<file path="config.mk">
export PLATFORM = sky130hd
export DESIGN_NAME = clkctl_i2c_slave
export DESIGN_NICKNAME = d
export VERILOG_FILES = /design/src/rtl/ctlreg_pkg.sv /design/src/rtl/i2c_pin_sync.sv /design/src/rtl/ctl_regfile.sv /design/src/rtl/i2c_slave_fsm.sv /design/src/rtl/clkctl_i2c_slave.sv
export SDC_FILE = /design/constraint.sdc
export NUM_CORES = 1
export LEC_CHECK = 0
export ABC_AREA = 1
export ABC_CLOCK_PERIOD_IN_PS = 2400
export BUFFER_PORTS_ARGS = -buffer_cell sky130_fd_sc_hd__buf_2
export CAP_MARGIN = 20
export CORE_MARGIN = 8
export CORE_UTILIZATION = 35
export CTS_CLUSTER_SIZE = 28
export DETAILED_ROUTE_END_ITERATION = 16
export PLACE_DENSITY_LB_ADDON = 0.08
export SYNTH_ARGS = -nofsm -noshare
export SYNTH_HDL_FRONTEND = slang
export SYNTH_SLANG_ARGS = --single-unit
</file>
<file path="constraint.sdc">
create_clock -name clk -period 2.4 [get_ports clk]
set_clock_uncertainty 0.05 [all_clocks]
set_input_delay 0.12 -clock clk [delete_from_list [all_inputs] [get_ports clk]]
set_output_delay 0.12 -clock clk [all_outputs]
set_load 0.01 [all_outputs]
</file>
<file path="src/rtl/ctlreg_pkg.sv">
package ctlreg_pkg;
  typedef enum logic [2:0] {
    ST_IDLE,
    ST_RX,
    ST_ACK,
    ST_TX,
    ST_RACK
  } bus_state_e;

  typedef enum logic [1:0] {
    PH_ADDR,
    PH_CMD,
    PH_CNT,
    PH_DATA
  } wr_phase_e;
endpackage

</file>
<file path="src/rtl/i2c_pin_sync.sv">
module i2c_pin_sync #(
  parameter int STAGES = 2
) (
  input  logic clk,
  input  logic rst_n,
  input  logic scl_i,
  input  logic sda_i,
  output logic scl_lvl,
  output logic sda_lvl,
  output logic scl_rise,
  output logic scl_fall,
  output logic start_det,
  output logic stop_det
);
  logic [STAGES-1:0] scl_chain;
  logic [STAGES-1:0] sda_chain;
  logic              scl_prev;
  logic              sda_prev;

  generate
    if (STAGES == 1) begin : g_single
      always_ff @(posedge clk or negedge rst_n) begin
        if (!rst_n) begin
          scl_chain <= 1'b1;
          sda_chain <= 1'b1;
        end else begin
          scl_chain <= scl_i;
          sda_chain <= sda_i;
        end
      end
    end else begin : g_multi
      always_ff @(posedge clk or negedge rst_n) begin
        if (!rst_n) begin
          scl_chain <= '1;
          sda_chain <= '1;
        end else begin
          scl_chain <= {scl_chain[STAGES-2:0], scl_i};
          sda_chain <= {sda_chain[STAGES-2:0], sda_i};
        end
      end
    end
  endgenerate

  always_ff @(posedge clk or negedge rst_n) begin
    if (!rst_n) begin
      scl_prev <= 1'b1;
      sda_prev <= 1'b1;
    end else begin
      scl_prev <= scl_chain[STAGES-1];
      sda_prev <= sda_chain[STAGES-1];
    end
  end

  assign scl_lvl   = scl_chain[STAGES-1];
  assign sda_lvl   = sda_chain[STAGES-1];
  assign scl_rise  = scl_lvl & ~scl_prev;
  assign scl_fall  = ~scl_lvl & scl_prev;
  assign start_det = scl_lvl & scl_prev & sda_prev & ~sda_lvl;
  assign stop_det  = scl_lvl & scl_prev & ~sda_prev & sda_lvl;
endmodule

</file>
<file path="src/rtl/ctl_regfile.sv">
module ctl_regfile #(
  parameter int         NREG    = 6,
  parameter logic [7:0] DEFAULT = 8'hFF,
  parameter int         PW      = 3
) (
  input  logic              clk,
  input  logic              rst_n,
  input  logic              wr_en,
  input  logic [PW-1:0]     wr_sel,
  input  logic [7:0]        wr_data,
  input  logic [PW-1:0]     rd_sel,
  output logic [7:0]        rd_data,
  output logic [NREG*8-1:0] regs_flat
);
  logic [7:0] bank [NREG];

  for (genvar g = 0; g < NREG; g++) begin : g_reg
    always_ff @(posedge clk or negedge rst_n) begin
      if (!rst_n) begin
        bank[g] <= DEFAULT;
      end else if (wr_en && (wr_sel == PW'(g))) begin
        bank[g] <= wr_data;
      end
    end
    assign regs_flat[g*8 +: 8] = bank[g];
  end

  always_comb begin
    rd_data = 8'h00;
    for (int i = 0; i < NREG; i++) begin
      if (rd_sel == PW'(i)) rd_data = bank[i];
    end
  end
endmodule

</file>
<file path="src/rtl/i2c_slave_fsm.sv">
module i2c_slave_fsm
  import ctlreg_pkg::*;
#(
  parameter int         NREG     = 6,
  parameter logic [6:0] DEV_ADDR = 7'h69,
  parameter int         PW       = 3
) (
  input  logic          clk,
  input  logic          rst_n,
  input  logic          sda_lvl,
  input  logic          scl_rise,
  input  logic          scl_fall,
  input  logic          start_det,
  input  logic          stop_det,
  output logic          sda_oe,
  output logic          wr_en,
  output logic [PW-1:0] wr_sel,
  output logic [7:0]    wr_data,
  output logic [PW-1:0] rd_sel,
  input  logic [7:0]    rd_data,
  output logic          idle,
  output logic          data_phase
);
  bus_state_e    st;
  wr_phase_e     phase;
  logic [7:0]    rx_sh;
  logic [3:0]    rx_cnt;
  logic [7:0]    tx_sh;
  logic [2:0]    tx_cnt;
  logic [PW-1:0] wr_ptr;
  logic [PW-1:0] tx_idx;
  logic          is_rd;
  logic          m_nack;
  logic [7:0]    tx_next;
  logic          byte_done;

  localparam logic [PW-1:0] LAST_RD = PW'(NREG + 1);
  localparam logic [PW-1:0] REG_END = PW'(NREG);

  assign byte_done  = (st == ST_RX) && scl_fall && (rx_cnt == 4'd8);
  assign wr_en      = byte_done && (phase == PH_DATA) && (wr_ptr < REG_END);
  assign wr_sel     = wr_ptr;
  assign wr_data    = rx_sh;
  assign rd_sel     = tx_idx - PW'(1);
  assign idle       = (st == ST_IDLE);
  assign data_phase = (phase == PH_DATA);

  always_comb begin
    if (tx_idx == '0)            tx_next = 8'(NREG);
    else if (tx_idx <= REG_END)  tx_next = rd_data;
    else                         tx_next = 8'h00;
  end

  always_ff @(posedge clk or negedge rst_n) begin
    if (!rst_n) begin
      st     <= ST_IDLE;
      phase  <= PH_ADDR;
      rx_sh  <= '0;
      rx_cnt <= '0;
      tx_sh  <= '0;
      tx_cnt <= '0;
      wr_ptr <= '0;
      tx_idx <= '0;
      is_rd  <= 1'b0;
      m_nack <= 1'b0;
      sda_oe <= 1'b0;
    end else if (start_det) begin
      st     <= ST_RX;
      phase  <= PH_ADDR;
      rx_cnt <= '0;
      wr_ptr <= '0;
      tx_idx <= '0;
      is_rd  <= 1'b0;
      sda_oe <= 1'b0;
    end else if (stop_det) begin
      st     <= ST_IDLE;
      sda_oe <= 1'b0;
    end else begin
      unique case (st)
        ST_IDLE: ;
        ST_RX: begin
          if (scl_rise) begin
            rx_sh  <= {rx_sh[6:0], sda_lvl};
            rx_cnt <= rx_cnt + 4'd1;
          end else if (byte_done) begin
            if (phase == PH_ADDR && rx_sh[7:1] != DEV_ADDR) begin
              st <= ST_IDLE;
            end else begin
              sda_oe <= 1'b1;
              st     <= ST_ACK;
              if (phase == PH_ADDR) is_rd <= rx_sh[0];
              if (phase == PH_DATA && wr_ptr < REG_END) wr_ptr <= wr_ptr + PW'(1);
            end
          end
        end
        ST_ACK: begin
          if (scl_fall) begin
            rx_cnt <= '0;
            if (phase != PH_DATA) phase <= wr_phase_e'(phase + 2'd1);
            if (is_rd) begin
              tx_sh  <= tx_next;
              sda_oe <= ~tx_next[7];
              tx_cnt <= '0;
              if (tx_idx < LAST_RD) tx_idx <= tx_idx + PW'(1);
              st     <= ST_TX;
            end else begin
              sda_oe <= 1'b0;
              st     <= ST_RX;
            end
          end
        end
        ST_TX: begin
          if (scl_fall) begin
            if (tx_cnt == 3'd7) begin
              sda_oe <= 1'b0;
              st     <= ST_RACK;
            end else begin
              tx_sh  <= {tx_sh[6:0], 1'b0};
              sda_oe <= ~tx_sh[6];
              tx_cnt <= tx_cnt + 3'd1;
            end
          end
        end
        ST_RACK: begin
          if (scl_rise) begin
            m_nack <= sda_lvl;
          end else if (scl_fall) begin
            if (!m_nack) begin
              tx_sh  <= tx_next;
              sda_oe <= ~tx_next[7];
              tx_cnt <= '0;
              if (tx_idx < LAST_RD) tx_idx <= tx_idx + PW'(1);
              st     <= ST_TX;
            end else begin
              st <= ST_IDLE;
            end
          end
        end
        default: st <= ST_IDLE;
      endcase
    end
  end
endmodule

</file>
<file path="src/rtl/clkctl_i2c_slave.sv">
module clkctl_i2c_slave #(
  parameter int         NREG        = 6,
  parameter logic [6:0] DEV_ADDR    = 7'h69,
  parameter logic [7:0] DEFAULT     = 8'hFF,
  parameter int         SYNC_STAGES = 2
) (
  input  logic              clk,
  input  logic              rst_n,
  input  logic              scl_i,
  input  logic              sda_i,
  output logic              sda_oe,
  output logic [NREG*8-1:0] ctrl_regs
);
  localparam int PW = $clog2(NREG + 2);

  logic          scl_lvl, sda_lvl, scl_rise, scl_fall, start_det, stop_det;
  logic          wr_en, eng_idle, eng_data_phase;
  logic [PW-1:0] wr_sel, rd_sel;
  logic [7:0]    wr_data, rd_data;

  i2c_pin_sync #(.STAGES(SYNC_STAGES)) u_sync (
    .clk      (clk),
    .rst_n    (rst_n),
    .scl_i    (scl_i),
    .sda_i    (sda_i),
    .scl_lvl  (scl_lvl),
    .sda_lvl  (sda_lvl),
    .scl_rise (scl_rise),
    .scl_fall (scl_fall),
    .start_det(start_det),
    .stop_det (stop_det)
  );

  i2c_slave_fsm #(.NREG(NREG), .DEV_ADDR(DEV_ADDR), .PW(PW)) u_fsm (
    .clk       (clk),
    .rst_n     (rst_n),
    .sda_lvl   (sda_lvl),
    .scl_rise  (scl_rise),
    .scl_fall  (scl_fall),
    .start_det (start_det),
    .stop_det  (stop_det),
    .sda_oe    (sda_oe),
    .wr_en     (wr_en),
    .wr_sel    (wr_sel),
    .wr_data   (wr_data),
    .rd_sel    (rd_sel),
    .rd_data   (rd_data),
    .idle      (eng_idle),
    .data_phase(eng_data_phase)
  );

  ctl_regfile #(.NREG(NREG), .DEFAULT(DEFAULT), .PW(PW)) u_regs (
    .clk      (clk),
    .rst_n    (rst_n),
    .wr_en    (wr_en),
    .wr_sel   (wr_sel),
    .wr_data  (wr_data),
    .rd_sel   (rd_sel),
    .rd_data  (rd_data),
    .regs_flat(ctrl_regs)
  );
endmodule

</file>
# Word-level counts from Yosys, hierarchy flattened
# Cells that the tools add are included.
dict set report word_totals {
  reg_bits 90
  input_bits 4
  output_inout_bits 49
}
dict set report op_classes {
  add_sub_neg 6
  n_lt_le_gt_ge 3
  eq_ne 45
  muxes 83
  n_bitwise 15
  reduce_logical 38
}
# operator count
set ops {}
lappend ops {{$mux 3} 31}
lappend ops {{$mux 8} 8}
lappend ops {{$mux 7} 7}
lappend ops {{$pmux 7 s3} 1}
lappend ops {{$ne 4x3->1 const B} 5}
lappend ops {{$mux 1} 19}
lappend ops {{$eq 3x2->1 const B} 6}
lappend ops {{$eq 3x3->1 const B} 6}
lappend ops {{$mux 2} 8}
lappend ops {{$mux 4} 4}
lappend ops {{$ne 4x4->1 const B} 4}
lappend ops {{$reduce_and 4->1} 4}
lappend ops {{$pmux 3 s5} 1}
lappend ops {{$reduce_bool 2->1} 7}
lappend ops {{$logic_and 1x1->1} 12}
lappend ops {{$logic_not 3->1} 4}
lappend ops {{$ne 2x2->1 const B} 6}
lappend ops {{$ne 3x3->1 const B} 4}
lappend ops {{$reduce_and 6->1} 2}
lappend ops {{$ne 2x1->1 const B} 5}
lappend ops {{$reduce_and 10->1} 1}
lappend ops {{$add 3x1->3 const B} 3}
lappend ops {{$eq 3x1->1 const B} 3}
lappend ops {{$ne 3x2->1 const B} 3}
lappend ops {{20 further kinds} 36}

# Depth between registers and ports, before layout
dict set report depth {
  word_depth 17
  depth_mapped 17
}

# Hierarchy
# Synthesis repeated with hierarchy kept, for this count alone.
dict set report unflattened {
  cells_unflattened 598
  hier_area_um2 4752.1
}
# mod instances cells_each area_per_inst_um2 seq_area_each_um2
set by_module_without_submodules {}
lappend by_module_without_submodules {i2c_slave_fsm 1 320 2307.2 900.9}
lappend by_module_without_submodules {ctl_regfile 1 261 2245.9 1261.2}
lappend by_module_without_submodules {i2c_pin_sync 1 17 198.9 157.7}

# Least setup slack after synthesis
# No wires, ideal clock.
dict set report synth_path {
  kind {register -> register}
  start {register u_fsm.tx_idx[0]}
  end {register u_fsm.tx_sh[3]}
  arrival_time_ns 1.582
  slack_ns 0.646
  path_stages_with_launch 13
  path_buffers 1
  cell_sequence {dfrtp_1 inv_1 ha_1 inv_1 nand2_1 nand2_1 buf_6 nand2_2 or2_2 nand3_1 nand3b_1 nand2_1 a21oi_1}
}
dict set report synth_between {
  elab_chain_cells 14
}
# element line
set synth_lines {}
lappend synth_lines {{start: declaration} i2c_slave_fsm.sv:31} ;# logic [PW-1:0] tx_idx;
lappend synth_lines {{start signal: assignment} i2c_slave_fsm.sv:104} ;# if (tx_idx < LAST_RD) tx_idx <= tx_idx + PW'(1);
lappend synth_lines {{start signal: assignment} i2c_slave_fsm.sv:132} ;# if (tx_idx < LAST_RD) tx_idx <= tx_idx + PW'(1);
lappend synth_lines {{$sub 3x1->3} i2c_slave_fsm.sv:44} ;# assign rd_sel = tx_idx - PW'(1);
lappend synth_lines {{$logic_not 3->1} ctl_regfile.sv:31} ;# if (rd_sel == PW'(i)) rd_data = bank[i];
lappend synth_lines {{$mux 8 (6 in a row)} ctl_regfile.sv:31}
lappend synth_lines {{$mux 8} i2c_slave_fsm.sv:50} ;# else if (tx_idx <= REG_END) tx_next = rd_data;
lappend synth_lines {{$mux 8 (*)} i2c_slave_fsm.sv:49} ;# if (tx_idx == '0) tx_next = 8'(NREG);
lappend synth_lines {{$mux 7} i2c_slave_fsm.sv:128} ;# if (!m_nack) begin
lappend synth_lines {{$mux 7} i2c_slave_fsm.sv:127} ;# end else if (scl_fall) begin
lappend synth_lines {{$mux 7} i2c_slave_fsm.sv:125} ;# if (scl_rise) begin
lappend synth_lines {{$pmux 7 s3 (*)} i2c_slave_fsm.sv:79} ;# unique case (st)
lappend synth_lines {{end signal: assignment} i2c_slave_fsm.sv:101} ;# tx_sh <= tx_next;
lappend synth_lines {{end signal: assignment} i2c_slave_fsm.sv:118} ;# tx_sh <= {tx_sh[6:0], 1'b0};
lappend synth_lines {{end signal: assignment} i2c_slave_fsm.sv:129} ;# tx_sh <= tx_next;
lappend synth_lines {{end: declaration} i2c_slave_fsm.sv:28} ;# logic [7:0] tx_sh;
# Mark *: on every way between the ends. The rest lies on a longest branch, timed or not. The select of a mux whose other input is x is not followed.
# A chain may end at the register's enable or synchronous reset.

# Worst setup path after layout
dict set report layout_path {
  start {register u_fsm.tx_idx[0]}
  end {register u_fsm.sda_oe}
}
dict set report layout_between {
  elab_chain_cells 17
}
# element line
set layout_lines {}
lappend layout_lines {{$sub 3x1->3} i2c_slave_fsm.sv:44}
lappend layout_lines {{$logic_not 3->1} ctl_regfile.sv:31}
lappend layout_lines {{$mux 8 (6 in a row)} ctl_regfile.sv:31}
lappend layout_lines {{$mux 8} i2c_slave_fsm.sv:50}
lappend layout_lines {{$mux 8 (*)} i2c_slave_fsm.sv:49}
lappend layout_lines {{$not 1->1 (*)} {i2c_slave_fsm.sv:102, i2c_slave_fsm.sv:130}}
lappend layout_lines {{$mux 1} i2c_slave_fsm.sv:128}
lappend layout_lines {{$mux 1} i2c_slave_fsm.sv:127}
lappend layout_lines {{$mux 1} i2c_slave_fsm.sv:125}
lappend layout_lines {{$pmux 1 s4 (*)} i2c_slave_fsm.sv:79}
lappend layout_lines {{$mux 1 (*)} i2c_slave_fsm.sv:75} ;# end else if (stop_det) begin
lappend layout_lines {{$mux 1 (*)} i2c_slave_fsm.sv:67} ;# end else if (start_det) begin
lappend layout_lines {{end signal: assignment} i2c_slave_fsm.sv:102} ;# sda_oe <= ~tx_next[7];
lappend layout_lines {{end signal: assignment} i2c_slave_fsm.sv:119} ;# sda_oe <= ~tx_sh[6];
lappend layout_lines {{end signal: assignment} i2c_slave_fsm.sv:130} ;# sda_oe <= ~tx_next[7];
lappend layout_lines {{end: declaration} i2c_slave_fsm.sv:15} ;# output logic sda_oe,
# Marked as above.

==> impl_results.md <==
* Outcome: finished clean
* Clock power frac at between 20% and 30%
* Post-DRT Antenna Nets at 0
* Worst EP required at around 2.6 ns
* Combinational share of power at between 30% and 40%
* Clk root buf: clkbuf_16
* DIE WIDTH at around 130 um
* FILL cells at around 1400
* CP arrival at 2.34 ns
* CP Max Fanout at 16
* Vias in the first global route at 3810
* P_sw at around 2.2 mW
* Vias post-DR at between 3000 and 4000
* Relative max-transition margin at between 60 and 70%
* Clock sink count at 90
* Hold WC Path Type: in -> async
* Input/output buffers at 52
* Hold_ws at between 0.2 and 0.25 ns
* Max Slew Vio Count at 0
* WL per Instance at ~16 um
* Drt total wl at roughly 13 mm
* Commonest non-fill, non-tap cell in the layout: nand2_1
* # setup viols final at 0
* Multiplexer share of the synthesized area at 0%
* Syn_nets at around 580
* Dpl hpwl at between 9 and 10 mm
* GRT Total Usage at between 15 and 20%
* Mapped Avg Cell Area at 8.28 sq um
* Crit Path Class: reg -> reg
* Nets at roughly 650
* Synth warnings at 0
* Max Cap Viol at 0
* Synthesis-stage register bit count at 90
* Largest net degree at the start of global routing at 37
* Register area share after synthesis at between 40% and 50%
* Fmax at between 400 and 500 MHz
* Endpoint of the worst register-to-register path: u_fsm.sda_oe$_DFFE_PN0P_
* Placed inst area at ~5100 sq um
* CTS buffer count at 9
* Slack of the critical path at approximately 0.25 ns
* Complex-gate fraction of the synthesized area at around an eighth
* Post-synthesis instance total at 563
* Post-CTS setup buffers at 0
* Most frequent cells in the layout: nand2_1, inv_1, dfstp_2
* P per Cell Area at roughly 1000 nW/um^2
* DRT Pass-1 Iters at 4
* Sw frac at just over 40%
* Post-layout min period at 2.15 ns
* Clk slew on worst S/H paths at about 0.070 ns
* Worst r2r src: u_fsm.tx_idx[0]$_DFFE_PN0P_
* Unique masters post-synth at 34
* Setup TNS at 0 ns
* Clk buf depth at 2
* Final Hold Fails at 0
* First-pass GRT wire length at 21.1 mm
* Clk Latency, worst-skew pair at about 0.36 ns
* Routability cong. at roughly 0.82
* Die H at ~130 um
* Simple-gate share of the synthesized area at about a quarter
* Std cell rows at between 40 and 50
* Core Box Area at 13100 sq um
* Flop pwr share at between 30% and 40%
* CTS tree: done
* Worst Setup End Kind: flop
* H-tree depth at 3
* Cell Int Power at between 3 and 4 mW
* RSZ-0062 raised after global routing: false
* Vias/cell at around 4.8
* Utilization after layout at about 41%
* Grt ovf at 0
* Initial antenna violation count at 0
* Reg2Reg Setup Slack at roughly 0.25 ns
* Crit start category: flop
* Period utilization at between 80% and 90%
* Io pins at between 50 and 60
* Post-synthesis xor/xnor area fraction at 0.188%
* Die area at roughly 17000 sq um
* DR DRC count at 0
* Setup WS pre-CTS at approximately 0.25 ns
* Starting DRT DRC Count at between 200 and 250
* Initial Util at approximately 35%
* Worst-Margin Slew at around 0.54 ns
* Netlist Area Pre-Place at roughly 4700 sq um
* Maximum vdd drop at 0.396 mV
* Worst R2R Path Depth at 15
* Layout cells sized above 1 at 26.2%
* Largest family of logic cells by synthesized area: simple AND/OR/NAND/NOR gates
* Design Area, Final at about 5400 sq um
* Antenna cells at 0
* P_leak at ~2.6 nW
* Area growth, synth to finish at 16.9%
* Post-Synth Adder-Cell Area at under 10%
[worst max-delay path, cell delays in order (launching register included)]
cell and delay, ns:
dfrtp_1 0.43, inv_1 0.17, ha_1 0.19, inv_1 0.04, nand2_1 0.05, nand2_1 0.12
inv_2 0.21, nand2_2 0.23, nand2_1 0.13, inv_1 0.04, nand2_1 0.09, nand2_1 0.08
nand2_1 0.06, nand2_1 0.05, nand2_1 0.05, nand2_1 0.05
[power by group through the flow]
stage / Combinational, mW / Clock [mW] / Sequential [mW]
2_1_floorplan: 1.49 / 0 / 1.92
3_3_place_gp: 2.00 / 0 / 1.95
3_5_place_dp: 2.02 / 0 / 1.96
4_1_cts: 2.03 / 1.54 / 1.94
5_1_grt: 2.29 / 1.59 / 1.98
6_report: 2.00 / 1.49 / 1.94
[registers in the layout (all words and copies together) (netlist names)]
signal and flops:
u_fsm.tx_sh 7, u_fsm.tx_cnt 3, u_fsm.sda_oe 1, u_fsm.phase 2
u_sync.scl_prev 1, u_fsm.wr_data 8, u_fsm.m_nack 1, u_regs.regs_flat 48
u_sync.sda_prev 1, u_fsm.st 3, u_fsm.rx_cnt 4, u_sync.sda_chain 2
u_fsm.is_rd 1, u_sync.scl_chain 2, u_fsm.tx_idx 3, u_fsm.wr_sel 3
[layer usage]
metal	track usage, %	vias to the layer above	part of all wire [%]
met3	4.31	12	5.8
met1	19.6	1859	46
met2	25.0	62	47
met5	0	-	0
met4	4.79	0	1.1
li1	-	1944	-
[stage by stage]
step,std cells,power (mW)
after floorplan,563,3.41
final,805,5.43
after global routing,805,5.86
after global placement,786,3.95
after detailed placement,786,3.98
after CTS,805,5.51
[worst max-delay path by stage]
| stage | startpoint | to | slack (ns) |
|---|---|---|---|
| global placement | u_fsm.tx_idx[0]$_DFFE_PN0P_ | u_fsm.sda_oe$_DFFE_PN0P_ | 0.33 |
| floorplan | u_fsm.tx_idx[0]$_DFFE_PN0P_ | u_fsm.tx_sh[3]$_DFFE_PN0P_ | 0.65 |
| CTS | u_fsm.tx_idx[0]$_DFFE_PN0P_ | u_fsm.sda_oe$_DFFE_PN0P_ | 0.22 |
| detailed placement | u_fsm.tx_idx[0]$_DFFE_PN0P_ | u_fsm.sda_oe$_DFFE_PN0P_ | 0.25 |
| finish | u_fsm.tx_idx[0]$_DFFE_PN0P_ | u_fsm.sda_oe$_DFFE_PN0P_ | 0.25 |
| global route | u_fsm.tx_idx[0]$_DFFE_PN0P_ | u_fsm.sda_oe$_DFFE_PN0P_ | 0.02 |
[logic make-up after synthesis]
| kind of cell | count (synthesis) |
|---|---|
| adders and majority gates | 17 |
| xor gates and xnor gates | 1 |
| and+or+nand+nor | 270 |
| buffers and inverters | 73 |
| AOI/OAI and AO/OA | 112 |
| DFF | 90 |
[Yosys cell counts, drive strengths merged]
cell type / count / share of area (%)
o211ai: 2 / 0.32
nand2: 174 / 15
o31ai: 1 / 0.16
dfstp: 54 / 30
nand3b: 7 / 1.1
clkbuf: 3 / 0.24
o21a: 1 / 0.16
o22ai: 1 / 0.13
a21oi: 19 / 2.1
xor2: 1 / 0.19
nor2: 42 / 3.9
a41oi: 1 / 0.19
nand4: 6 / 0.81
inv: 59 / 4.8
buf: 11 / 2.3
a211oi: 1 / 0.16
nor3: 4 / 0.54
ha: 17 / 4.6
nand3: 32 / 3.7
or2: 5 / 0.67
dfrtp: 36 / 19
o21ai: 86 / 9.7
[cell type report]
type	count	area (sq um)	share of cell area, %
Inverter	59	221	4.07
Sequential cell	90	2320	42.6
Clock buffer	10	239	4.39
Tap cell	176	220	4.04
Clock inverter	6	72.6	1.33
Timing Repair Buffer	64	373	6.85
Multi-Input combinational cell	400	2000	36.7
[repair_timing]
item                                   CTS  global route
gates resized for setup                  0             0
endpoints found under the hold margin   30             0
hold buffers                             3             0
No activity file was read; power rests on OpenSTA's default activity.
